[config.mk]
export PLATFORM = sky130hd
export DESIGN_NAME = snn_train_ctrl
export DESIGN_NICKNAME = d
export VERILOG_FILES = /design/src/rtl/snn_pkg.sv /design/src/rtl/sam_neuron.sv /design/src/rtl/snn_seq_ctrl.sv /design/src/rtl/snn_train_ctrl.sv
export SDC_FILE = /design/constraint.sdc
export NUM_CORES = 1
export LEC_CHECK = 0
export BUFFER_PORTS_ARGS = -buffer_cell sky130_fd_sc_hd__buf_2
export CAP_MARGIN = 20
export CORE_ASPECT_RATIO = 1.1
export CORE_MARGIN = 10
export CORE_UTILIZATION = 55
export CTS_CLUSTER_DIAMETER = 50
export DETAILED_ROUTE_END_ITERATION = 7
export PLACE_DENSITY_LB_ADDON = 0.2
export SLEW_MARGIN = 20
export SYNTH_ARGS = -nofsm -noshare
export SYNTH_HDL_FRONTEND = slang
export SYNTH_SLANG_ARGS = --single-unit
[constraint.sdc]
create_clock -name clk -period 14.8 [get_ports clk]
set_input_delay 1.48 -clock clk [delete_from_list [all_inputs] [get_ports clk]]
set_output_delay 1.48 -clock clk [all_outputs]
set_load 0.01 [all_outputs]
[src/rtl/snn_pkg.sv]
`timescale 1ns/1ps
package snn_pkg;
    localparam int WW       = 17;
    localparam int FRAC     = 12;
    localparam int DECAY_SH = 1;
    localparam int ETA_SH   = 4;
    localparam logic signed [WW-1:0] ONE    = 17'sd4096;
    localparam logic signed [WW-1:0] THETA  = 17'sd1024;
    localparam logic signed [WW-1:0] P_DROP = 17'sd2048;
    localparam logic signed [WW-1:0] HALF   = 17'sd2048;
    localparam logic signed [WW-1:0] GWIN   = 17'sd2048;

    typedef enum logic [1:0] {ST_IDLE, ST_STEP, ST_NEXT} ctl_state_t;

    // starting weight of input i on neuron g
    function automatic logic signed [WW-1:0] init_w(input int g, input int i);
        return WW'((((g * 5 + i * 3 + 2) % 7) - 3) * 1024);
    endfunction
endpackage

[src/rtl/sam_neuron.sv]
`timescale 1ns/1ps
module sam_neuron
    import snn_pkg::*;
#(
    parameter int NIN = 2,
    parameter int GID = 0
)(
    input  logic                    clk,
    input  logic                    rst_n,
    input  logic                    step,
    input  logic                    train,
    input  logic [NIN-1:0]          x,
    input  logic                    tgt,
    output logic                    spk,
    output logic                    grad_on,
    output logic [NIN-1:0][WW-1:0]  w
);
    localparam int ACCW = WW + $clog2(NIN + 1) + 2;
    localparam logic signed [ACCW-1:0] WMAX = ACCW'((2 ** (WW - 1)) - 1);
    localparam logic signed [ACCW-1:0] WMIN = ACCW'(-(2 ** (WW - 1)));

    logic signed [WW-1:0]     vq;
    logic [NIN-1:0][WW-1:0]   wq, hq, wnx, hnx;
    logic signed [ACCW-1:0]   acc, urel, vnx, delta;

    function automatic logic [WW-1:0] sat(input logic signed [ACCW-1:0] v);
        if (v > WMAX)      return WMAX[WW-1:0];
        else if (v < WMIN) return WMIN[WW-1:0];
        else               return v[WW-1:0];
    endfunction

    // potential and firing
    always_comb begin
        acc = ACCW'(vq >>> DECAY_SH);
        for (int i = 0; i < NIN; i++)
            if (x[i]) acc = acc + ACCW'($signed(wq[i]));
        urel    = acc - ACCW'(THETA);
        spk     = ~urel[ACCW-1];
        grad_on = (urel >= -ACCW'(GWIN)) && (urel < ACCW'(GWIN));
        vnx     = spk ? acc - ACCW'(P_DROP) : acc;
    end

    // traces and weight update
    always_comb begin
        delta = '0;
        for (int i = 0; i < NIN; i++) begin
            hnx[i] = WW'(($signed(hq[i]) >>> DECAY_SH) + (x[i] ? ONE : 17'sd0));
            delta  = ACCW'($signed(hnx[i]) >>> ETA_SH);
            if (train && grad_on && spk && !tgt)
                wnx[i] = sat(ACCW'($signed(wq[i])) - delta);
            else if (train && grad_on && !spk && tgt)
                wnx[i] = sat(ACCW'($signed(wq[i])) + delta);
            else
                wnx[i] = wq[i];
        end
    end

    always_ff @(posedge clk or negedge rst_n) begin
        if (!rst_n) begin
            vq <= '0;
            hq <= '0;
            for (int i = 0; i < NIN; i++) wq[i] <= init_w(GID, i);
        end else if (step) begin
            vq <= sat(vnx);
            hq <= hnx;
            wq <= wnx;
        end
    end

    assign w = wq;


    infer_keep_w_chk: assert property (@(posedge clk) disable iff (!rst_n)
        (step && !train) |=> $stable(wq));

    idle_keep_w_chk: assert property (@(posedge clk) disable iff (!rst_n)
        !step |=> ($stable(wq) && $stable(hq)));
endmodule

[src/rtl/snn_seq_ctrl.sv]
`timescale 1ns/1ps
module snn_seq_ctrl
    import snn_pkg::*;
#(
    parameter int NPAT = 4,
    parameter int EPW  = 10,
    parameter int IW   = $clog2(NPAT)
)(
    input  logic           clk,
    input  logic           rst_n,
    input  logic           start,
    input  logic           train,
    input  logic           match,
    output logic           step,
    output logic [IW-1:0]  idx,
    output logic [EPW-1:0] epoch,
    output logic           done
);
    ctl_state_t st, st_nx;
    logic       ok;

    always_comb begin
        st_nx = st;
        unique case (st)
            ST_IDLE: if (start) st_nx = ST_STEP;
            ST_STEP: st_nx = ST_NEXT;
            ST_NEXT: st_nx = ST_STEP;
            default: st_nx = ST_IDLE;
        endcase
    end

    always_ff @(posedge clk or negedge rst_n) begin
        if (!rst_n) st <= ST_IDLE;
        else        st <= st_nx;
    end

    assign step = (st == ST_STEP);

    always_ff @(posedge clk or negedge rst_n) begin
        if (!rst_n) begin
            idx   <= '0;
            epoch <= '0;
            done  <= 1'b0;
            ok    <= 1'b1;
        end else begin
            unique case (st)
                ST_STEP: ok <= ok & match & train;
                ST_NEXT: begin
                    if (idx == IW'(NPAT - 1)) begin
                        idx   <= '0;
                        epoch <= epoch + 1'b1;
                        done  <= ok;
                        ok    <= 1'b1;
                    end else begin
                        idx <= idx + 1'b1;
                    end
                end
                default: ;
            endcase
        end
    end


    idle_hold_chk: assert property (@(posedge clk) disable iff (!rst_n)
        (st == ST_IDLE) |=> ($stable(epoch) && $stable(idx) && $stable(done)));

    idx_after_next_chk: assert property (@(posedge clk) disable iff (!rst_n)
        !$stable(idx) |-> ($past(st) == ST_NEXT));

    step_alt_chk: assert property (@(posedge clk) disable iff (!rst_n)
        step |=> !step);

    epoch_wrap_chk: assert property (@(posedge clk) disable iff (!rst_n)
        !$stable(epoch) |-> (idx == '0));

    done_rise_chk: assert property (@(posedge clk) disable iff (!rst_n)
        $rose(done) |-> (idx == '0));
endmodule

[src/rtl/snn_train_ctrl.sv]
`timescale 1ns/1ps
module snn_train_ctrl
    import snn_pkg::*;
#(
    parameter int NHID = 2,
    parameter int NOUT = 1,
    parameter int NPAT = 4,
    parameter int EPW  = 10,
    parameter int IW   = $clog2(NPAT)
)(
    input  logic             clk,
    input  logic             rst_n,
    input  logic             start,
    input  logic             train_en,
    input  logic [1:0]       x_in,
    input  logic [NOUT-1:0]  t_in,
    output logic [NOUT-1:0]  y_out,
    output logic [IW-1:0]    smp_idx,
    output logic [EPW-1:0]   epoch,
    output logic             done
);
    localparam int DW = WW + $clog2(NOUT + 1) + 2;

    logic                               step;
    logic [NHID-1:0]                    hid_spk, hid_tgt, hid_gd_unused;
    logic [NHID-1:0][1:0][WW-1:0]       hid_w_unused;
    logic [NOUT-1:0]                    out_spk, out_gd, y_q;
    logic [NOUT-1:0][NHID-1:0][WW-1:0]  ow;
    logic signed [DW-1:0]               dsum, hval;

    snn_seq_ctrl #(.NPAT(NPAT), .EPW(EPW), .IW(IW)) u_ctrl (
        .clk(clk), .rst_n(rst_n), .start(start), .train(train_en),
        .match(out_spk == t_in), .step(step), .idx(smp_idx),
        .epoch(epoch), .done(done)
    );

    for (genvar n = 0; n < NHID; n++) begin : g_hid
        sam_neuron #(.NIN(2), .GID(n)) u_h (
            .clk(clk), .rst_n(rst_n), .step(step), .train(train_en),
            .x(x_in), .tgt(hid_tgt[n]), .spk(hid_spk[n]),
            .grad_on(hid_gd_unused[n]), .w(hid_w_unused[n])
        );
    end

    for (genvar k = 0; k < NOUT; k++) begin : g_out
        sam_neuron #(.NIN(NHID), .GID(NHID + k)) u_o (
            .clk(clk), .rst_n(rst_n), .step(step), .train(train_en),
            .x(hid_spk), .tgt(t_in[k]), .spk(out_spk[k]),
            .grad_on(out_gd[k]), .w(ow[k])
        );
    end

    // hidden teacher from back-propagated output error
    always_comb begin
        dsum = '0;
        hval = '0;
        for (int n = 0; n < NHID; n++) begin
            dsum = '0;
            for (int k = 0; k < NOUT; k++)
                if (out_gd[k] && (out_spk[k] != t_in[k]))
                    dsum = out_spk[k] ? dsum + DW'($signed(ow[k][n]))
                                      : dsum - DW'($signed(ow[k][n]));
            hval       = (hid_spk[n] ? DW'(ONE) : DW'(0)) - dsum;
            hid_tgt[n] = (hval >= DW'(HALF));
        end
    end

    always_ff @(posedge clk or negedge rst_n) begin
        if (!rst_n)    y_q <= '0;
        else if (step) y_q <= out_spk;
    end

    assign y_out = y_q;


    y_load_chk: assert property (@(posedge clk) disable iff (!rst_n)
        !$stable(y_out) |-> $past(step));
endmodule

==> run metrics, run 1 <==
Avg WL per Cell ~17 um; FF+latch count, synth 239; vias in the first global route about 25000; Async SR Flop Fraction 100%; Synth Flop Type dfrtp_1; placeable core area roughly 0.053 mm2; critical path class reg2reg; WP data arrival around 14 ns; Mean Syn Cell Area approximately 8 um2; CTS tree yes; Clk pin slew, worst setup/hold paths ~0.050 ns; RSZ-0062 raised after global routing false; CP endpoint kind register; Max Cap Violations 0; nets between 4000 and 5000; Synth top area share a little under a fifth; measured slew at the worst slew-check pin 1.05 ns; Slew Viols, Final 0; Die ar. 0.0632 mm2; Tmin final approximately 13 ns; dominant cells by area after synthesis dfrtp_1, ha_1, a21oi_1, o21ai_0, nand2_1; status finished, final reports clean; # setup viols final 0; clock sink count about 240; Non-Filler Instances 4354; sequential area share after synthesis between 20% and 30%; Max Freq 74.2 MHz; total iterations of the first detailed-routing run 5; Starting Density a little under three fifths; initial antenna violation count 0; Detail Route Antenna Nets 0; Longest Clk Path Bufs 3; Critical Path RT 15.26 ns; Total GRT Usage approximately 23%; CTS Buf Count 46; Die X between 200 and 250 um; CP peak stage delay approximately 0.8 ns; largest net degree at the start of global routing approximately 150; CTS H-tree lvls 2; Clock Latency Late Sink ~0.59 ns; Distinct cells, synth 107; area leader, netlist dfrtp_1; EDFF count, synth 0; Max Fanout on Critical Path 25; synth cell count leaders nand2_1, ha_1, a21oi_1; Placed Cells 4266; setup tns final 0 ns; I/O Pins 21; DRC Markers 0; slowest CP cell a31oi_4; Die H 263 um; filler instances between 4000 and 5000; clock root buffer clkbuf_16; layout cells sized above 1 9.33%; via count 25703; fin crit share between 90% and 100%; post-CTS setup buffer count 0; Area Overhead vs Synth 7.68%; worst rel slew slack between 20 and 30%; Iteration-0 DRC Markers 1406; first-pass GRT wire length around 120000 um; Most common cell on crit path ha_1; Row Count slightly below 90; CTS Hold Bufs 0; Startpoint Class register; Clock Skews 0.0249 ns; dpl hpwl about 54000 um; buffers added on ports 20; syn_nets roughly 4000; count leader, synth nand2_1; Post-Synthesis Cells ~3700; synthesized cell area 0.0294 mm2; Hold Vio Cnt, Final 0; Routed WL roughly 73000 um; # resized after CTS 0; post-DR vias/cell 5.90; Final Wtd Congestion slightly above 0.9; GRT overflow 0; YS warnings 0; Hold WC Path Type reg2reg
worst max-delay path: cells and delay by family (launching register included):
kind,cells,cell delay (ns)
AOI/OAI and AO/OA,23,6.50
adders and majority gates,7,2.39
and+or+nand+nor,9,1.68
muxes,3,0.88
xor gates and xnor gates,4,0.69
buffers and inverters,3,0.69
DFF,1,0.49
placed cells by master, fill, tap and decap left out, types with 53 or more instances in the layout:
master    count
ha_1        340
xor2_1       91
o21bai_1     53
a21oi_1     313
nor2_1      244
a21o_1       64
inv_1       278
xnor2_1     148
maj3_1      114
nand2_1     397
dfrtp_1     217
o21ai_0     307
mux2_2       87
routing by layer:
metal | up-vias | wire [um] | GRT usage (%)
met5 | - | 0 | 0
met4 | 0 | 1260 | 5.07
met3 | 99 | 3160 | 2.73
met2 | 444 | 34100 | 38.4
met1 | 12058 | 34800 | 30.8
li1 | 13102 | - | -
final cells by class:
cell class / instances / area, um2 / area share, %
clock inverter: 34 / 380 / 1.20
multi-input combinational: 3016 / 21800 / 68.7
inverter: 283 / 1060 / 3.36
sequential: 239 / 6010 / 19.0
tap: 675 / 845 / 2.67
clock buffer: 52 / 1220 / 3.87
timing repair buffer: 54 / 378 / 1.19
antenna: 1 / 2.50 / 0.00790
stage by stage:
| stage | hold WS, ns | instance area [um2] | setup WS, ns | util, % |
|---|---|---|---|---|
| after floorplan | 0.425 | 29400 | 1.75 | - |
| after global placement | 0.454 | 30100 | 1.34 | 57.0 |
| after detailed placement | 0.468 | 30100 | 1.05 | 57.0 |
| after CTS | 0.477 | 31700 | 1.41 | 60.0 |
| after global routing | 0.496 | 31700 | 0.261 | 60.1 |
| final | 0.474 | 31700 | 1.33 | 60.1 |
logic make-up (layout without fill, tap and decap cells):
| kind of cell | after synthesis | in the layout | synth area share (%) |
|---|---|---|---|
| XOR/XNOR | 239 | 239 | 7.11 |
| flip-flops | 239 | 239 | 20.4 |
| multiplexers | 175 | 175 | 6.85 |
| AND/OR/NAND/NOR | 1001 | 1001 | 15.8 |
| buffers and inverters | 421 | 423 | 5.69 |
| adder cells (fa/ha/maj) | 472 | 472 | 19.6 |
| other | 0 | 1 | 0 |
| AO/OA/AOI/OAI | 1129 | 1129 | 24.6 |
worst paths after layout:
check	startpoint	endpoint	slack, ns	cells after the start
min in group asynchronous	rst_n	g_hid[0].u_h.hq[7]	0.91	1
setup / recovery	g_hid[0].u_h.w[0]	g_hid[1].u_h.w[2]	1.33	49
setup reg to reg	g_hid[0].u_h.w[0]	g_hid[1].u_h.w[2]	1.33	49
max in group asynchronous	rst_n	u_ctrl.epoch[8]	12.56	2
hold / removal	u_ctrl.epoch[9]	u_ctrl.epoch[9]	0.47	1
hold reg to reg	u_ctrl.epoch[9]	u_ctrl.epoch[9]	0.47	1
registers in the layout, indices dropped and copies added (netlist names), 10 cells and up:
| signal | cells |
|---|---|
| g_out.u_o.vq | 16 |
| g_out.u_o.hq | 24 |
| g_hid.u_h.hq | 48 |
| g_hid.u_h.vq | 32 |
| g_hid.u_h.w | 68 |
| u_ctrl.epoch | 10 |
| g_out.u_o.w | 34 |
Power of run 1 is left out: the tool's default activity adds up to more than one toggle a clock period on the data nets, which glitch-free logic cannot reach.
==> inputs of run 2 (changes only) <==
--- a/config.mk
+++ b/config.mk
@@ -9,10 +9,12 @@
 export CAP_MARGIN = 20
 export CORE_ASPECT_RATIO = 1.1
 export CORE_MARGIN = 10
-export CORE_UTILIZATION = 55
+export CORE_UTILIZATION = 50
 export CTS_CLUSTER_DIAMETER = 50
 export DETAILED_ROUTE_END_ITERATION = 7
+export MAX_ROUTING_LAYER = met4
 export PLACE_DENSITY_LB_ADDON = 0.2
+export SKIP_LAST_GASP = 1
 export SLEW_MARGIN = 20
 export SYNTH_ARGS = -nofsm -noshare
 export SYNTH_HDL_FRONTEND = slang
==> run metrics, run 2 (synthesis results as in run 1) <==
via count 25785 (+0.32%); worst hold slack 0.463 ns (-0.0111 ns); measured slew at the worst slew-check pin 1.07 ns (+0.0184 ns); Total GRT Usage 22.1% (-0.86 points); CP endpoint kind register; design area 0.0317 mm2 (+0.20%); Most common cell on crit path ha_1; Routed WL 75600 um (+3.2%); status finished, final reports clean; Slew Viols, Final 0 (unchanged); FF/Latch Area 0.00601 mm2 (unchanged); Die ar. 0.0690 mm2 (+9.2%); RSZ-0062 raised after global routing false; worst rel slew slack 28.8% (-1.2 points); filler instances 5614 (+17%); largest net degree at the start of global routing 150 (+2.0%); post-CTS setup buffer count 0 (unchanged); Placement Cell Area 0.0302 mm2 (+0.44%); Clk pin slew, worst setup/hold paths 0.05 ns (about the same); total iterations of the first detailed-routing run 5 (unchanged); post-DR vias/cell 5.81 (-1.5%); Worst R2R Setup Slack 1.47 ns (+0.14 ns); nets 4006 (+0.025%); Avg WL per Cell 17.0 um (+1.3%); Clock Skews 0.0182 ns (-0.00671 ns); Final Wtd Congestion 0.909 (-0.92%); Hold Crit Endpoint u_ctrl.epoch[9]; Non-Filler Instances 4435 (+1.9%); # setup viols final 0 (unchanged); HP Start u_ctrl.epoch[9]; Max Fanout on Critical Path 25 (unchanged); Clock Latency Late Sink 0.58 ns (about the same); most frequent cells in the layout nand2_1, ha_1, a21oi_1; vias in the first global route 24591 (-0.26%); layout cells sized above 1 9.22% (-0.10 points); Startpoint Class register; hold path depth 1 (unchanged); Placed Cells 4353 (+2.0%); Detail Route Antenna Nets 0 (unchanged); Longest Clk Path Bufs 3 (unchanged); critical path class reg2reg; GRT overflow 0 (unchanged); Tmin final 13.33 ns (-0.140 ns); first-pass GRT wire length 124000 um (+0.74%); I/O Pins 21 (unchanged); Max Freq 75.0 MHz (+1.0%); R2R Path End g_hid[1].u_h.w[9]; Die X 251 um (+4.5%); Hold Vio Cnt, Final 0 (unchanged); Die H 274 um (+4.5%); buffers added on ports 20 (unchanged); setup tns final 0 ns (unchanged); clock sink count 239 (unchanged); CTS tree yes; Hold WC Path Type reg2reg; Ant. Diodes 0 (-1); Row Count 93 (+5.7%); CTS H-tree lvls 2 (unchanged); fin crit share 90.1% (-0.94 points); DRC Markers 0 (unchanged); Area Overhead vs Synth 7.89%; Iteration-0 DRC Markers 1390 (-1.1%); CP peak stage delay 0.67 ns (-0.13 ns); FF-to-FF path depth 51 (+4.1%); clock root buffer clkbuf_16; slowest CP cell a31oi_4; Critical Path RT 15.26 ns (about the same); CTS Buf Count 46 (unchanged); Max Cap Violations 0 (unchanged); # resized after CTS 0 (unchanged); most common cell after layout, fill and taps aside nand2_1; placeable core area 0.0584 mm2 (+11%); WP data arrival 13.79 ns (-0.14 ns); Largest register FFs 68 (unchanged); CTS Hold Bufs 0 (unchanged); worst r2r src g_hid[0].u_h.w[0]; Multi-input gate area 0.0218 mm2 (unchanged); Starting Density 50.4% (-5.4 points); dpl hpwl 55800 um (+3.1%); initial antenna violation count 0 (unchanged)
## run 2: cell type report
cell class,instances,area share (%)
clock inverters,26,0.859
clock buffers,56,4.00
flip-flops and latches,239,18.9
inverters,283,3.36
repair buffers,55,1.25
well taps,760,3.00
multi-input cells,3016,68.6
## run 2: how the worst max path moves through the flow
stage                 startpoint                  to  slack, ns
5_1_grt        g_hid[0].u_h.w[0]   g_hid[1].u_h.w[9]       0.59
3_3_place_gp             x_in[0]   g_hid[1].u_h.w[8]       1.33
6_report       g_hid[0].u_h.w[0]   g_hid[1].u_h.w[9]       1.47
2_1_floorplan            x_in[0]  g_hid[1].u_h.w[25]       1.75
4_1_cts        g_hid[0].u_h.w[0]   g_hid[1].u_h.w[9]       1.57
3_5_place_dp             x_in[0]   g_hid[1].u_h.w[9]       1.06
## run 2: layer usage
layer | track usage, % | part of all wire [%]
met5 | - | 0
met4 | 7.05 | 3.1
met3 | 2.55 | 3.7
met2 | 36.2 | 46
met1 | 28.0 | 47
## run 2: critical path, delay by kind of cell (launching register included)
kind                     cells  cell delay, ns
flip-flops                   1            0.49
XOR/XNOR                     4            0.67
multiplexers                 3            0.89
AND/OR/NAND/NOR             10            1.82
AO/OA/AOI/OAI               24            6.25
buffers and inverters        3            0.64
adder cells (fa/ha/maj)      7            2.41
## run 2: through the flow
step / utilization (%) / setup WS (ns)
global placement: 51.7 / 1.33
floorplan: - / 1.75
finish: 54.3 / 1.47
global route: 54.3 / 0.593
CTS: 54.3 / 1.57
detailed placement: 51.7 / 1.06
Power of run 2 is left out for the same reason.
==> inputs of run 3 (changes only) <==
==> constraint.sdc (replaced) <==
create_clock -name clk -period 14.8 [get_ports clk]
set_input_delay 2.96 -clock clk [delete_from_list [all_inputs] [get_ports clk]]
set_output_delay 2.96 -clock clk [all_outputs]
set_load 0.01 [all_outputs]
==> run metrics, run 3 (synthesis results as in run 1) <==
post-DR vias/cell 5.79 (-0.47%); Slew Viols, Final 0 (unchanged); CTS tree yes; Area Overhead vs Synth 8.86%; worst hold slack 0.479 ns (+0.0157 ns); Clock Latency Late Sink 0.60 ns (+0.02 ns); Iteration-0 DRC Markers 1397 (+0.50%); CTS Hold Bufs 0 (unchanged); Clk pin slew, worst setup/hold paths 0.06 ns (about the same); Final Wtd Congestion 0.943 (+3.7%); measured slew at the worst slew-check pin 1.10 ns (+0.0294 ns); Die ar. 0.0690 mm2 (unchanged); CP delay by family, top compound AO/OA/AOI/OAI gates; FF-to-FF path depth 51 (unchanged); Worst Path Buf+Inv 7 (+4); Startpoint Class input port; worst rel slew slack 26.3% (-2.4 points); total iterations of the first detailed-routing run 6 (+1); Most common cell on crit path nand2_1; dpl hpwl 57300 um (+2.6%); CTS H-tree lvls 2 (unchanged); Detail Route Antenna Nets 0 (unchanged); Placed Cells 4360 (+0.16%); Largest register FFs 68 (unchanged); R2R Path End g_hid[1].u_h.w[21]; largest net degree at the start of global routing 88 (-41%); most frequent cells in the layout nand2_1, ha_1, a21oi_1; fin crit share 95.1% (+5.0 points); Worst Setup EP g_hid[1].u_h.w[21]; CP endpoint kind register; CP peak stage delay 0.64 ns (-0.03 ns); Max Fanout on Critical Path 43 (+72%); Non-Filler Instances 4454 (+0.43%); Clock Skews 0.0301 ns (+0.0119 ns); Routed WL 76400 um (+1.1%); first-pass GRT wire length 128000 um (+2.9%); Die X 251 um (unchanged); stages on the worst setup path 50 (-2.0%); Avg WL per Cell 17.1 um (+0.62%); Hold Vio Cnt, Final 0 (unchanged); critical path class in2reg; Worst Setup SP x_in[0]; initial antenna violation count 1 (+1); Placement Cell Area 0.0303 mm2 (+0.22%); GRT overflow 0 (unchanged); WP data arrival 14.55 ns (+0.76 ns); Hold WC Path Type reg2reg; CTS Buf Count 50 (+8.7%); # setup viols final 0 (unchanged); design area 0.0320 mm2 (+0.90%); vias in the first global route 25182 (+2.4%); Longest Clk Path Bufs 3 (unchanged); Die H 274 um (unchanged); DRC Markers 0 (unchanged); worst r2r src g_hid[0].u_h.w[0]; most common cell after layout, fill and taps aside nand2_1; slowest CP cell a31oi_4; Starting Density 50.4% (unchanged); clock sink count 239 (unchanged); placeable core area 0.0584 mm2 (unchanged); Total GRT Usage 22.6% (+0.55 points); nets 4017 (+0.27%); layout cells sized above 1 9.64% (+0.42 points); clock root buffer clkbuf_16; status finished, final reports clean; Tmin final 14.08 ns (+0.746 ns); Max Freq 71.0 MHz (-5.3%); I/O Pins 21 (unchanged); Worst R2R Setup Slack 1.74 ns (+0.27 ns); Row Count 93 (unchanged); buffers added on ports 20 (unchanged); Max Cap Violations 0 (unchanged); via count 25774 (-0.043%); post-CTS setup buffer count 0 (unchanged); # resized after CTS 0 (unchanged); Critical Path RT 15.28 ns (+0.02 ns); utilization after layout 54.8% (+0.49 points)
## run 3: metrics by stage
stage	setup WS, ns	TNS [ns]
after floorplan	0.265	0
after global placement	0.486	0
after detailed placement	0.294	0
after CTS	0.879	0
after global routing	-0.00181	-0.00181
final	0.723	0
## run 3: layout make-up
cell class	count	area, um2
diodes	1	2.50
clock inverters	27	318
flip-flops and latches	239	6010
well taps	760	951
repair buffers	62	463
fillers	5595	26400
multi-input cells	3016	21800
clock buffers	66	1440
inverters	283	1070
## run 3: metal layers
metal	GRT usage, %	wire [um]
met5	-	0
met3	2.76	2850
met4	7.39	2220
met2	37.6	35700
met1	28.2	35600
## run 3: how the worst min path moves through the flow
| stage | start | to | depth (start not counted) |
|---|---|---|---|
| 3_5_place_dp | u_ctrl.epoch[9] | u_ctrl.epoch[9] | 1 |
| 3_3_place_gp | u_ctrl.epoch[9] | u_ctrl.epoch[9] | 1 |
| 6_report | u_ctrl.epoch[9] | u_ctrl.epoch[9] | 1 |
| 5_1_grt | u_ctrl.epoch[9] | u_ctrl.epoch[9] | 1 |
| 4_1_cts | u_ctrl.epoch[9] | u_ctrl.epoch[9] | 1 |
| 2_1_floorplan | u_ctrl.st[0] | u_ctrl.st[0] | 1 |
Power of run 3 is left out for the same reason.
